===== src/rtl/pcm_slot_pkg.sv =====
`timescale 1ns/1ps
// Package: shared constants and the timing-mode type for the PCM slot port.
// Assumes: 8-bit slots; the mode encoding is fixed by the delayed_mode pin.
package pcm_slot_pkg;
    localparam int SAMPLE_W  = 8;
    localparam int BIT_IDX_W = $clog2(SAMPLE_W);

    typedef enum logic {
        TIMING_IMMEDIATE = 1'b0,
        TIMING_DELAYED   = 1'b1
    } timing_e;
endpackage


===== src/rtl/pcm_bclk_edges.sv =====
`timescale 1ns/1ps
// Module: detects rising and falling bit-clock edges in the system clock domain.
// Assumes: bclk is synchronous to clk and each of its phases lasts at least
// two clk cycles, so every edge is seen exactly once.
module pcm_bclk_edges (
    input  logic clk,
    input  logic rst_n,
    input  logic bclk,
    output logic rise,
    output logic fall
);
    logic bclk_q;

    // Keep the previous bit-clock level for edge comparison.
    always_ff @(posedge clk) begin
        if (!rst_n) bclk_q <= 1'b0;
        else        bclk_q <= bclk;
    end

    assign rise = bclk & ~bclk_q;
    assign fall = ~bclk & bclk_q;
endmodule


===== src/rtl/pcm_frame_timer.sv =====
`timescale 1ns/1ps
// Module: tracks the bit position within a PCM frame for one direction.
// Frame sync is sampled at bit-clock rising edges; its first high sample
// starts the frame at once (immediate) or one bit later (delayed).
// The counter stops after FRAME_SLOTS*8 bits until the next frame sync.
// Outputs give the position that applies from the current rising edge on.
module pcm_frame_timer
    import pcm_slot_pkg::*;
#(
    parameter int FRAME_SLOTS = 32,
    localparam int FRAME_BITS = FRAME_SLOTS * SAMPLE_W,
    localparam int POS_W      = $clog2(FRAME_BITS)
) (
    input  logic             clk,
    input  logic             rst_n,
    input  logic             rise,
    input  logic             fs,
    input  timing_e          mode,
    output logic             nxt_active,
    output logic [POS_W-1:0] nxt_pos
);
    logic             fs_prev;
    logic             pending;
    logic             active;
    logic [POS_W-1:0] pos;
    logic             pend_n;
    logic             fs_edge;

    assign fs_edge = fs & ~fs_prev;

    // Work out the frame state that takes effect at this rising edge.
    always_comb begin
        nxt_active = active;
        nxt_pos    = pos;
        pend_n     = pending;
        if (rise) begin
            if (mode == TIMING_IMMEDIATE) begin
                pend_n = 1'b0;
                if (fs_edge) begin
                    nxt_active = 1'b1;
                    nxt_pos    = '0;
                end else if (active) begin
                    if (pos == POS_W'(FRAME_BITS - 1)) nxt_active = 1'b0;
                    else                               nxt_pos = pos + 1'b1;
                end
            end else begin
                if (pending) begin
                    nxt_active = 1'b1;
                    nxt_pos    = '0;
                    pend_n     = 1'b0;
                end else begin
                    if (active) begin
                        if (pos == POS_W'(FRAME_BITS - 1)) nxt_active = 1'b0;
                        else                               nxt_pos = pos + 1'b1;
                    end
                    if (fs_edge) pend_n = 1'b1;
                end
            end
        end
    end

    // Commit frame state and the frame-sync history at each rising edge.
    always_ff @(posedge clk) begin
        if (!rst_n) begin
            fs_prev <= 1'b0;
            pending <= 1'b0;
            active  <= 1'b0;
            pos     <= '0;
        end else if (rise) begin
            fs_prev <= fs;
            pending <= pend_n;
            active  <= nxt_active;
            pos     <= nxt_pos;
        end
    end
endmodule


===== src/rtl/pcm_slot_select.sv =====
`timescale 1ns/1ps
// Module: resolves the effective slot number for one direction.
// Immediate mode forces slot 0; delayed mode uses the programmed number and
// flags it unusable when it does not fit in the frame.
module pcm_slot_select
    import pcm_slot_pkg::*;
#(
    parameter int FRAME_SLOTS = 32,
    parameter int SLOT_W      = 6
) (
    input  timing_e           mode,
    input  logic [SLOT_W-1:0] slot_in,
    output logic [SLOT_W-1:0] slot_eff,
    output logic              slot_ok
);
    logic [31:0] slot_wide;

    assign slot_wide = 32'(slot_in);

    // Choose slot 0 or the programmed slot and check it against the frame length.
    always_comb begin
        if (mode == TIMING_DELAYED) begin
            slot_eff = slot_in;
            slot_ok  = slot_wide < 32'(FRAME_SLOTS);
        end else begin
            slot_eff = '0;
            slot_ok  = 1'b1;
        end
    end
endmodule


===== src/rtl/pcm_tx_engine.sv =====
`timescale 1ns/1ps
// Module: transmit shifter for the assigned slot.
// Loads the byte at the first bit of the slot, sends MSB first on rising
// edges, and drives the line-driver enable low from bit 0 until the falling
// edge inside bit 7. A slot is only entered from its first bit.
module pcm_tx_engine
    import pcm_slot_pkg::*;
#(
    parameter int POS_W  = 8,
    parameter int SLOT_W = 6
) (
    input  logic                clk,
    input  logic                rst_n,
    input  logic                rise,
    input  logic                fall,
    input  logic                power_down,
    input  logic                nxt_active,
    input  logic [POS_W-1:0]    nxt_pos,
    input  logic                slot_ok,
    input  logic [SLOT_W-1:0]   slot_num,
    input  logic                port_sel,
    input  logic [SAMPLE_W-1:0] tx_data,
    output logic                dx_bit,
    output logic                dx_oe,
    output logic                drv_n,
    output logic                sel_q
);
    logic [SLOT_W-1:0]    nxt_slot;
    logic [BIT_IDX_W-1:0] nxt_bit;
    logic                 hit;
    logic                 first;
    logic                 live;
    logic                 take;
    logic [BIT_IDX_W-1:0] bit_q;
    logic [SAMPLE_W-1:0]  shreg;

    assign nxt_slot = SLOT_W'(nxt_pos[POS_W-1:BIT_IDX_W]);
    assign nxt_bit  = nxt_pos[BIT_IDX_W-1:0];
    assign hit      = nxt_active && slot_ok && (nxt_slot == slot_num);
    assign first    = hit && (nxt_bit == '0);
    assign take     = hit && (first || live);

    // Advance the shifter and the enables at bit-clock edges.
    always_ff @(posedge clk) begin
        if (!rst_n) begin
            live   <= 1'b0;
            dx_oe  <= 1'b0;
            drv_n  <= 1'b1;
            dx_bit <= 1'b0;
            bit_q  <= '0;
            shreg  <= '0;
            sel_q  <= 1'b0;
        end else if (power_down) begin
            live  <= 1'b0;
            dx_oe <= 1'b0;
            drv_n <= 1'b1;
        end else if (rise) begin
            live  <= take;
            dx_oe <= take;
            drv_n <= ~take;
            bit_q <= nxt_bit;
            if (take && first) begin
                dx_bit <= tx_data[SAMPLE_W-1];
                shreg  <= {tx_data[SAMPLE_W-2:0], 1'b0};
                sel_q  <= port_sel;
            end else if (take) begin
                dx_bit <= shreg[SAMPLE_W-1];
                shreg  <= {shreg[SAMPLE_W-2:0], 1'b0};
            end
        end else if (fall && live && (bit_q == BIT_IDX_W'(SAMPLE_W - 1))) begin
            drv_n <= 1'b1;
        end
    end
endmodule


===== src/rtl/pcm_rx_engine.sv =====
`timescale 1ns/1ps
// Module: receive shifter for the assigned slot.
// Arms at the rising edge that opens each bit of the slot, samples the
// selected input at the following falling edge, MSB first, and strobes the
// byte for one clk after bit 7. A slot is only entered from its first bit.
module pcm_rx_engine
    import pcm_slot_pkg::*;
#(
    parameter int POS_W  = 8,
    parameter int SLOT_W = 6
) (
    input  logic                clk,
    input  logic                rst_n,
    input  logic                rise,
    input  logic                fall,
    input  logic                power_down,
    input  logic                nxt_active,
    input  logic [POS_W-1:0]    nxt_pos,
    input  logic                slot_ok,
    input  logic [SLOT_W-1:0]   slot_num,
    input  logic                port_sel,
    input  logic                dr0,
    input  logic                dr1,
    output logic [SAMPLE_W-1:0] rx_byte,
    output logic                rx_valid
);
    logic [SLOT_W-1:0]    nxt_slot;
    logic [BIT_IDX_W-1:0] nxt_bit;
    logic                 hit;
    logic                 take;
    logic                 live;
    logic [BIT_IDX_W-1:0] bit_q;
    logic [SAMPLE_W-1:0]  shreg;
    logic                 din;

    assign nxt_slot = SLOT_W'(nxt_pos[POS_W-1:BIT_IDX_W]);
    assign nxt_bit  = nxt_pos[BIT_IDX_W-1:0];
    assign hit      = nxt_active && slot_ok && (nxt_slot == slot_num);
    assign take     = hit && ((nxt_bit == '0) || live);
    assign din      = port_sel ? dr1 : dr0;

    // Arm on rising edges, sample on falling edges, strobe after bit 7.
    always_ff @(posedge clk) begin
        if (!rst_n) begin
            live     <= 1'b0;
            bit_q    <= '0;
            shreg    <= '0;
            rx_byte  <= '0;
            rx_valid <= 1'b0;
        end else begin
            rx_valid <= 1'b0;
            if (power_down) begin
                live <= 1'b0;
            end else if (rise) begin
                live  <= take;
                bit_q <= nxt_bit;
            end else if (fall && live) begin
                shreg <= {shreg[SAMPLE_W-2:0], din};
                if (bit_q == BIT_IDX_W'(SAMPLE_W - 1)) begin
                    rx_byte  <= {shreg[SAMPLE_W-2:0], din};
                    rx_valid <= 1'b1;
                end
            end
        end
    end
endmodule


===== src/rtl/pcm_slot_port.sv =====
`timescale 1ns/1ps
// Module: top of the PCM time-slot serial interface.
// Two independent frame timers (transmit, receive) feed a transmit and a
// receive engine; the transmit result is steered to one of two ports.
// Assumes: bclk and frame syncs are synchronous to clk, bclk phases last at
// least two clk cycles, and pads apply the output enables as tri-state.
module pcm_slot_port
    import pcm_slot_pkg::*;
#(
    parameter int FRAME_SLOTS = 32,
    parameter int SLOT_W      = 6,
    localparam int POS_W      = $clog2(FRAME_SLOTS * SAMPLE_W),
    localparam int N_PORTS    = 2
) (
    input  logic                clk,
    input  logic                rst_n,
    input  logic                bclk,
    input  logic                fs_tx,
    input  logic                fs_rx,
    input  logic                delayed_mode,
    input  logic                power_down,
    input  logic [SLOT_W-1:0]   tx_slot,
    input  logic [SLOT_W-1:0]   rx_slot,
    input  logic                tx_port_sel,
    input  logic                rx_port_sel,
    input  logic [SAMPLE_W-1:0] tx_data,
    input  logic                dr0,
    input  logic                dr1,
    output logic                dx0,
    output logic                dx0_en,
    output logic                dx1,
    output logic                dx1_en,
    output logic                tsx0_n,
    output logic                tsx1_n,
    output logic [SAMPLE_W-1:0] rx_byte,
    output logic                rx_valid
);
    timing_e            mode;
    logic               rise, fall;
    logic               tx_nact, rx_nact;
    logic [POS_W-1:0]   tx_npos, rx_npos;
    logic [SLOT_W-1:0]  tx_eff, rx_eff;
    logic               tx_ok, rx_ok;
    logic               tx_bit, tx_oe, tx_drv_n, tx_sel_q;
    logic [N_PORTS-1:0] dx_v, en_v, drv_v;

    assign mode = timing_e'(delayed_mode);

    pcm_bclk_edges u_edges (
        .clk(clk), .rst_n(rst_n), .bclk(bclk), .rise(rise), .fall(fall)
    );

    pcm_frame_timer #(.FRAME_SLOTS(FRAME_SLOTS)) u_tx_timer (
        .clk(clk), .rst_n(rst_n), .rise(rise), .fs(fs_tx), .mode(mode),
        .nxt_active(tx_nact), .nxt_pos(tx_npos)
    );

    pcm_frame_timer #(.FRAME_SLOTS(FRAME_SLOTS)) u_rx_timer (
        .clk(clk), .rst_n(rst_n), .rise(rise), .fs(fs_rx), .mode(mode),
        .nxt_active(rx_nact), .nxt_pos(rx_npos)
    );

    pcm_slot_select #(.FRAME_SLOTS(FRAME_SLOTS), .SLOT_W(SLOT_W)) u_tx_sel (
        .mode(mode), .slot_in(tx_slot), .slot_eff(tx_eff), .slot_ok(tx_ok)
    );

    pcm_slot_select #(.FRAME_SLOTS(FRAME_SLOTS), .SLOT_W(SLOT_W)) u_rx_sel (
        .mode(mode), .slot_in(rx_slot), .slot_eff(rx_eff), .slot_ok(rx_ok)
    );

    pcm_tx_engine #(.POS_W(POS_W), .SLOT_W(SLOT_W)) u_tx (
        .clk(clk), .rst_n(rst_n), .rise(rise), .fall(fall),
        .power_down(power_down), .nxt_active(tx_nact), .nxt_pos(tx_npos),
        .slot_ok(tx_ok), .slot_num(tx_eff), .port_sel(tx_port_sel),
        .tx_data(tx_data), .dx_bit(tx_bit), .dx_oe(tx_oe),
        .drv_n(tx_drv_n), .sel_q(tx_sel_q)
    );

    pcm_rx_engine #(.POS_W(POS_W), .SLOT_W(SLOT_W)) u_rx (
        .clk(clk), .rst_n(rst_n), .rise(rise), .fall(fall),
        .power_down(power_down), .nxt_active(rx_nact), .nxt_pos(rx_npos),
        .slot_ok(rx_ok), .slot_num(rx_eff), .port_sel(rx_port_sel),
        .dr0(dr0), .dr1(dr1), .rx_byte(rx_byte), .rx_valid(rx_valid)
    );

    // Steer the transmit engine to the latched port; the other stays off.
    for (genvar p = 0; p < N_PORTS; p++) begin : g_port
        assign dx_v[p]  = tx_bit;
        assign en_v[p]  = tx_oe && (tx_sel_q == 1'(p));
        assign drv_v[p] = tx_drv_n || (tx_sel_q != 1'(p));
    end

    assign dx0    = dx_v[0];
    assign dx1    = dx_v[1];
    assign dx0_en = en_v[0];
    assign dx1_en = en_v[1];
    assign tsx0_n = drv_v[0];
    assign tsx1_n = drv_v[1];
endmodule


===== config.mk =====
export PLATFORM = sky130hd
export DESIGN_NAME = pcm_slot_port
export DESIGN_NICKNAME = d
export VERILOG_FILES = /design/src/rtl/pcm_slot_pkg.sv /design/src/rtl/pcm_bclk_edges.sv /design/src/rtl/pcm_frame_timer.sv /design/src/rtl/pcm_slot_select.sv /design/src/rtl/pcm_tx_engine.sv /design/src/rtl/pcm_rx_engine.sv /design/src/rtl/pcm_slot_port.sv
export SDC_FILE = /design/constraint.sdc
export NUM_CORES = 1
export LEC_CHECK = 0
export ABC_AREA = 1
export BUFFER_PORTS_ARGS = -buffer_cell sky130_fd_sc_hd__buf_2
export CORE_AREA = 2 2 80 82
export DETAILED_ROUTE_END_ITERATION = 12
export DIE_AREA = 0 0 82 84
export PLACE_DENSITY = 0.8
export SETUP_SLACK_MARGIN = 0.3
export SYNTH_ARGS = -nofsm -noshare
export SYNTH_HDL_FRONTEND = slang
export SYNTH_HIERARCHICAL = 1
export SYNTH_SLANG_ARGS = --single-unit

===== constraint.sdc =====
create_clock -name clk -period 5.19 [get_ports clk]
set_input_delay 1.038 -clock clk [delete_from_list [all_inputs] [get_ports clk]]
set_output_delay 1.038 -clock clk [all_outputs]
set_load 0.01 [all_outputs]

# Word-level counts from Yosys, hierarchy flattened
# Cells that the tools add are included.
totals:
  register_bits: 58
  inputBits: 31
  output_inout_bits: 15
op_classes:
  add_sub_neg: 2
  magnitude_cmp: 2
  eq_ne: 6
  muxes: 42
  bitwise: 14
  reduce_logical: 28
op_table:
  columns: ["operator", "n"]
  rows:
  - ["2-to-1 mux 8 bit", 14]
  - ["2-to-1 mux 1 bit", 26]
  - ["adder 8 x 1 -> 8 bit, second input constant", 2]
  - ["== test 8 bit, second input constant", 2]
  - ["logical AND 1 bit", 13]
  - ["== test 5 x 6 -> 1 bit", 2]
  - ["< comparator 6 bit, second input constant", 2]
  - ["2-to-1 mux 6 bit", 2]
  - ["inverter 1 bit", 10]
  - ["AND reduction 3 bit", 3]
  - ["== test 3 bit, second input constant", 2]
  - ["logical NOT 3 bit", 2]
  - ["AND 1 bit", 4]
  - ["logical OR 1 bit", 4]
  - ["AND reduction 4 bit", 1]
  - ["nonzero test 2 bit", 2]
  - ["OR reduction 4 bit", 1]
  - ["AND reduction 2 bit", 1]
  - ["OR reduction 2 bit", 1]

# Logic depth before layout (Yosys ltp)
depth:
  word_depth: 14
  mapped_depth: 20
  ltp_nobuf: 19

# By module
# The synthesis kept the hierarchy.
modules_own_cells:
  columns: ["module", "instances", "cells_per_inst", "area_per_inst_um2"]
  rows:
  - ["pcm_frame_timer", 2, 125, 777.0]
  - ["pcm_rx_engine", 1, 125, 893.4]
  - ["pcm_tx_engine", 1, 146, 863.3]
  - ["pcm_slot_select", 2, 12, 47.5]
  - ["pcm_bclk_edges", 1, 7, 45.0]
  - ["pcm_slot_port", 1, 9, 37.5]

# Worst setup path after synthesis
# Ideal clock, no wire load.
synth_path:
  kind: "input to register"
  start: "in bclk"
  end: "reg u_tx.dx_bit"
  setup_time_ns: 0.111
  arrival_time_ns: 2.912
  setup_slack_ns: 2.167
  stages: 18
  cell_sequence: "inv_1 > nor2_2 > clkbuf_2 > buf_2 > nand3_1 > nand2_1 > nand2_1 > nor2_1 > inv_1 > nand2_1 > nand2_1 > nor2_1 > nand2_1 > nor2_4 > nand3_4 > buf_6 > nor2_1 > nor2_1"
synth_via:
  elab_chain_cells: 10
synth_lines:
  columns: ["item", "line_no", "source"]
  rows:
  - ["start: declaration", "pcm_slot_port.sv:17", "input logic bclk,"]
  - ["AND 1 bit *", "pcm_bclk_edges.sv:20", "assign rise = bclk & ~bclk_q;"]
  - ["net rise", "pcm_slot_port.sv:39", "logic rise, fall;"]
  - ["2-to-1 mux 8 bit *", "pcm_frame_timer.sv:36", "if (rise) begin"]
  - ["net tx_npos[3]", "pcm_slot_port.sv:41", "logic [POS_W-1:0] tx_npos, rx_npos;"]
  - ["== test 5 x 6 -> 1 bit *", "pcm_tx_engine.sv:39", "assign hit = nxt_active && slot_ok && (nxt_slot == slot_num);"]
  - ["logical AND 1 bit *", "pcm_tx_engine.sv:39", null]
  - ["logical AND 1 bit", "pcm_tx_engine.sv:40", "assign first = hit && (nxt_bit == '0);"]
  - ["logical OR 1 bit", "pcm_tx_engine.sv:41", "assign take = hit && (first || live);"]
  - ["logical AND 1 bit", "pcm_tx_engine.sv:41", null]
  - ["logical AND 1 bit", "pcm_tx_engine.sv:62", "if (take && first) begin"]
  - ["nonzero test 2 bit (no line)", null, null]
  - ["AND reduction 3 bit (no line)", null, null]
  - ["end signal: assignment", "pcm_tx_engine.sv:63", "dx_bit <= tx_data[SAMPLE_W-1];"]
  - ["end signal: assignment", "pcm_tx_engine.sv:67", "dx_bit <= shreg[SAMPLE_W-1];"]
  - ["end: declaration", "pcm_tx_engine.sv:23", "output logic dx_bit,"]
# Mark *: on every way through the listed nets, which the timed path passes. The rest lies on a longest branch.
# A chain may end at the register's enable or synchronous reset.

# Final worst setup path
layout_path:
  start: "in bclk"
  end: "reg u_tx.sel_q"
layout_lines:
  columns: ["item", "line_no", "source"]
  rows:
  - ["AND 1 bit *", "pcm_bclk_edges.sv:20", null]
  - ["net rise", "pcm_slot_port.sv:39", null]
  - ["2-to-1 mux 8 bit *", "pcm_frame_timer.sv:36", null]
  - ["net tx_npos[2]", "pcm_slot_port.sv:41", null]
  - ["logical NOT 3 bit *", "pcm_tx_engine.sv:40", null]
  - ["logical AND 1 bit *", "pcm_tx_engine.sv:40", null]
  - ["logical OR 1 bit", "pcm_tx_engine.sv:41", null]
  - ["logical AND 1 bit", "pcm_tx_engine.sv:41", null]
  - ["logical AND 1 bit *", "pcm_tx_engine.sv:62", null]
  - ["AND reduction 3 bit (no line) *", null, null]
  - ["end signal: assignment", "pcm_tx_engine.sv:65", "sel_q <= port_sel;"]
  - ["end: declaration", "pcm_tx_engine.sv:26", "output logic sel_q"]
# Marks and branches as above.

==> flow_summary.ini <==
[route]
antenna_left = 0
drt_iter0_drc = 121
vias = 3319
drc = 0
wire_per_inst_um = 10.5
drtPass1Iterations = 4
via_per_inst = 4.82
drt_wl_total_um = 7250

[timing]
fin_setup_tns_ns = 0
drv_slew = 0
tightest_slew_ns = 0.682
fin_worst_skew_ns = 0.00817
min_period_ns = 3.08
period_share_pct = 59.3
slew_headroom_pct = 54.5
final-setup-viol-count = 0
fmax_ghz = 0.325
rsz0062_at_grt = no
timing.final.hold_violations = 0

[logic_synthesis]
synth.area.top_cells = dfxtp_1 33%, nand2_1 16%, inv_1 11%
yosysTopAreaCell = dfxtp_1
netlist_instances = 561
yosysWarnings = 6
synth.cell_area_um2 = 3490
synth_edf_count = 0
ys.flop_type = dfxtp_1
seq_area_frac_synth_pct = 32.7
ys_types = 34
synth_seq_cells = 57
synth_top_area_share_pct = 32.7
synth_fp_nets = 594
async_reset_ff_share_pct = 0
syn_avg_cell_area_um2 = 6.22

[floorplan]
start_util_pct = 57.2
coreArea_um2 = 6100
die_w_um = 82
dieArea_um2 = 6890
chipHeight_um = 84
pin_count = 46
rows = 29

[global_route]
grt_remaining_overflow = 0
grt_pass1_wl_um = 13000
antenna_found_initial = 0
grt_pass1_vias = 3200
grt_max_degree = 41
grt_usage_pct = 23.8

[critical_path]
crit_path_end_kind = register
crit_path_start_kind = input pin
cp.arrival_ns = 3.31
ff2ff_path_depth = 14
path_class = in2reg
crit_required_ns = 5.43
r2r_setup_slack_ns = 2.57
crit_start = bclk
worstSetupEndpoint = u_tx/sel_q$_SDFFE_PN0P_
rr_endpoint = u_tx/sel_q$_SDFFE_PN0P_
cp_max_fo = 38
rr_startpoint = u_tx_timer/pos[1]$_SDFFE_PN0P_

[power_and_ir_drop]
power_density_nw_per_um2 = 258
power_leakage_uw = 0.00215
power_uw = 1020
vdd_drop_max_v = 0.000149

[finish]
drive_gt1_share_pct = 21.1
seqCellArea_um2 = 1140
nNetsFinal = 640
diodes = 0
n_fill_cell = 544
area_delta_synth_final_pct = 13.8
layout_commonest_cell = nand2_1
most-common-layout-cells = 149 x nand2_1, 105 x inv_1, 74 x nor2_1
multi_input_area_um2 = 1810

[outcome]
status = completed

[job]
cap_violations = 0

[clock_network]
cts_hold_buffers = 0
clk_transition_reported_paths_ns = 0.07
cts_buffers = 9
htree_levels = 3
cts_buffer_depth = 2
clock_latency_ns = 0.33
cts_root_buffer = clkbuf_8
cts.sinks = 57
cts_resized = 0
cts_tree = built
cts_setup_buffers = 0

[min_path]
hold_start = u_rx/shreg[3]$_SDFFE_PN0P_
worstHoldPathType = reg2reg

[placed_design]
portBuffers = 45
gp_congestion = 0.912
hpwlAfterDp_um = 5420
how the worst min path moves through the flow:
stage,end,slack [ns],cells after the start
after detailed placement,u_rx/rx_byte[5]$_SDFFE_PN0P_,0.46,2
after CTS,u_rx/rx_byte[4]$_SDFFE_PN0P_,0.46,2
after global placement,u_rx/rx_byte[4]$_SDFFE_PN0P_,0.45,2
after global routing,u_rx/rx_byte[4]$_SDFFE_PN0P_,0.48,2
final,u_rx/rx_byte[4]$_SDFFE_PN0P_,0.46,2
after floorplan,u_rx/rx_byte[4]$_SDFFE_PN0P_,0.43,2
synthesized netlist by cell type, drive strengths merged (2+ instances only):
library cell  count
nand4            14
o211ai            2
nand3b            2
clkbuf            3
dfxtp            57
a21oi            17
nand3            42
nand2           170
inv             118
o21ai            26
buf               8
clkinv            3
nor3              5
ha                2
nor2             90
registers in the layout, indices dropped and copies added (netlist names), 3 cells and up:
signal and cells:
u_rx/shreg 7, u_tx_timer/pos 8, u_rx/bit_q 3, u_rx_timer/pos 8, u_tx/shreg 7, u_tx/bit_q 3, u_rx/rx_byte 8
layer usage:
layer	global-route usage, %	up-vias	wire length, um
met4	8.18	0	82
met2	42.0	43	3670
met3	5.63	8	209
met1	27.5	1476	3290
li1	-	1792	-
met5	0	-	0
through the flow:
step / cells / worst slack, ns / utilization [%] / area [um2] / hold slack [ns]
floorplan: 561 / 2.17 / - / 3490 / 0.429
global route: 689 / 1.79 / 65.1 / 3970 / 0.484
global placement: 673 / 1.90 / 61.4 / 3740 / 0.452
CTS: 689 / 2.15 / 65.1 / 3970 / 0.462
finish: 689 / 2.11 / 65.1 / 3970 / 0.460
detailed placement: 673 / 1.78 / 61.4 / 3740 / 0.455
final cells by class:
cell class / count / area share, %
multi-input combinational: 372 / 45.7
inverter: 121 / 11.6
sequential: 57 / 28.7
timing repair buffer: 46 / 5.86
clock buffer: 9 / 3.12
tap: 77 / 2.43
clock inverter: 7 / 2.58
worst max-delay path: stages:
cell and delay (ns):
buf_2 0.10, inv_1 0.05, nor2_2 0.07, buf_4 0.36
nand2_2 0.17, nand2_1 0.11, clkinv_1 0.06, nand2_1 0.08
inv_1 0.08, nor3_4 0.41, nand4_1 0.37, nor2_1 0.24
nand2_1 0.07, nand2_1 0.06, nor2_1 0.05
power breakdown:
group / internal, uW / switching (uW)
sequential: 446 / 8.52
clock: 275 / 193
combinational: 34.8 / 67.2
total: 756 / 269
cells by family (layout without fill, tap and decap cells):
| family | after synthesis | after routing | synth area share [%] |
|---|---|---|---|
| AO/OA/AOI/OAI | 47 | 47 | 7.82 |
| adder cells (fa/ha/maj) | 2 | 2 | 0.717 |
| buffers and inverters | 132 | 183 | 15.3 |
| flip-flops | 57 | 57 | 32.7 |
| AND/OR/NAND/NOR | 323 | 323 | 43.5 |
No activity file was read; power rests on OpenSTA's default activity.
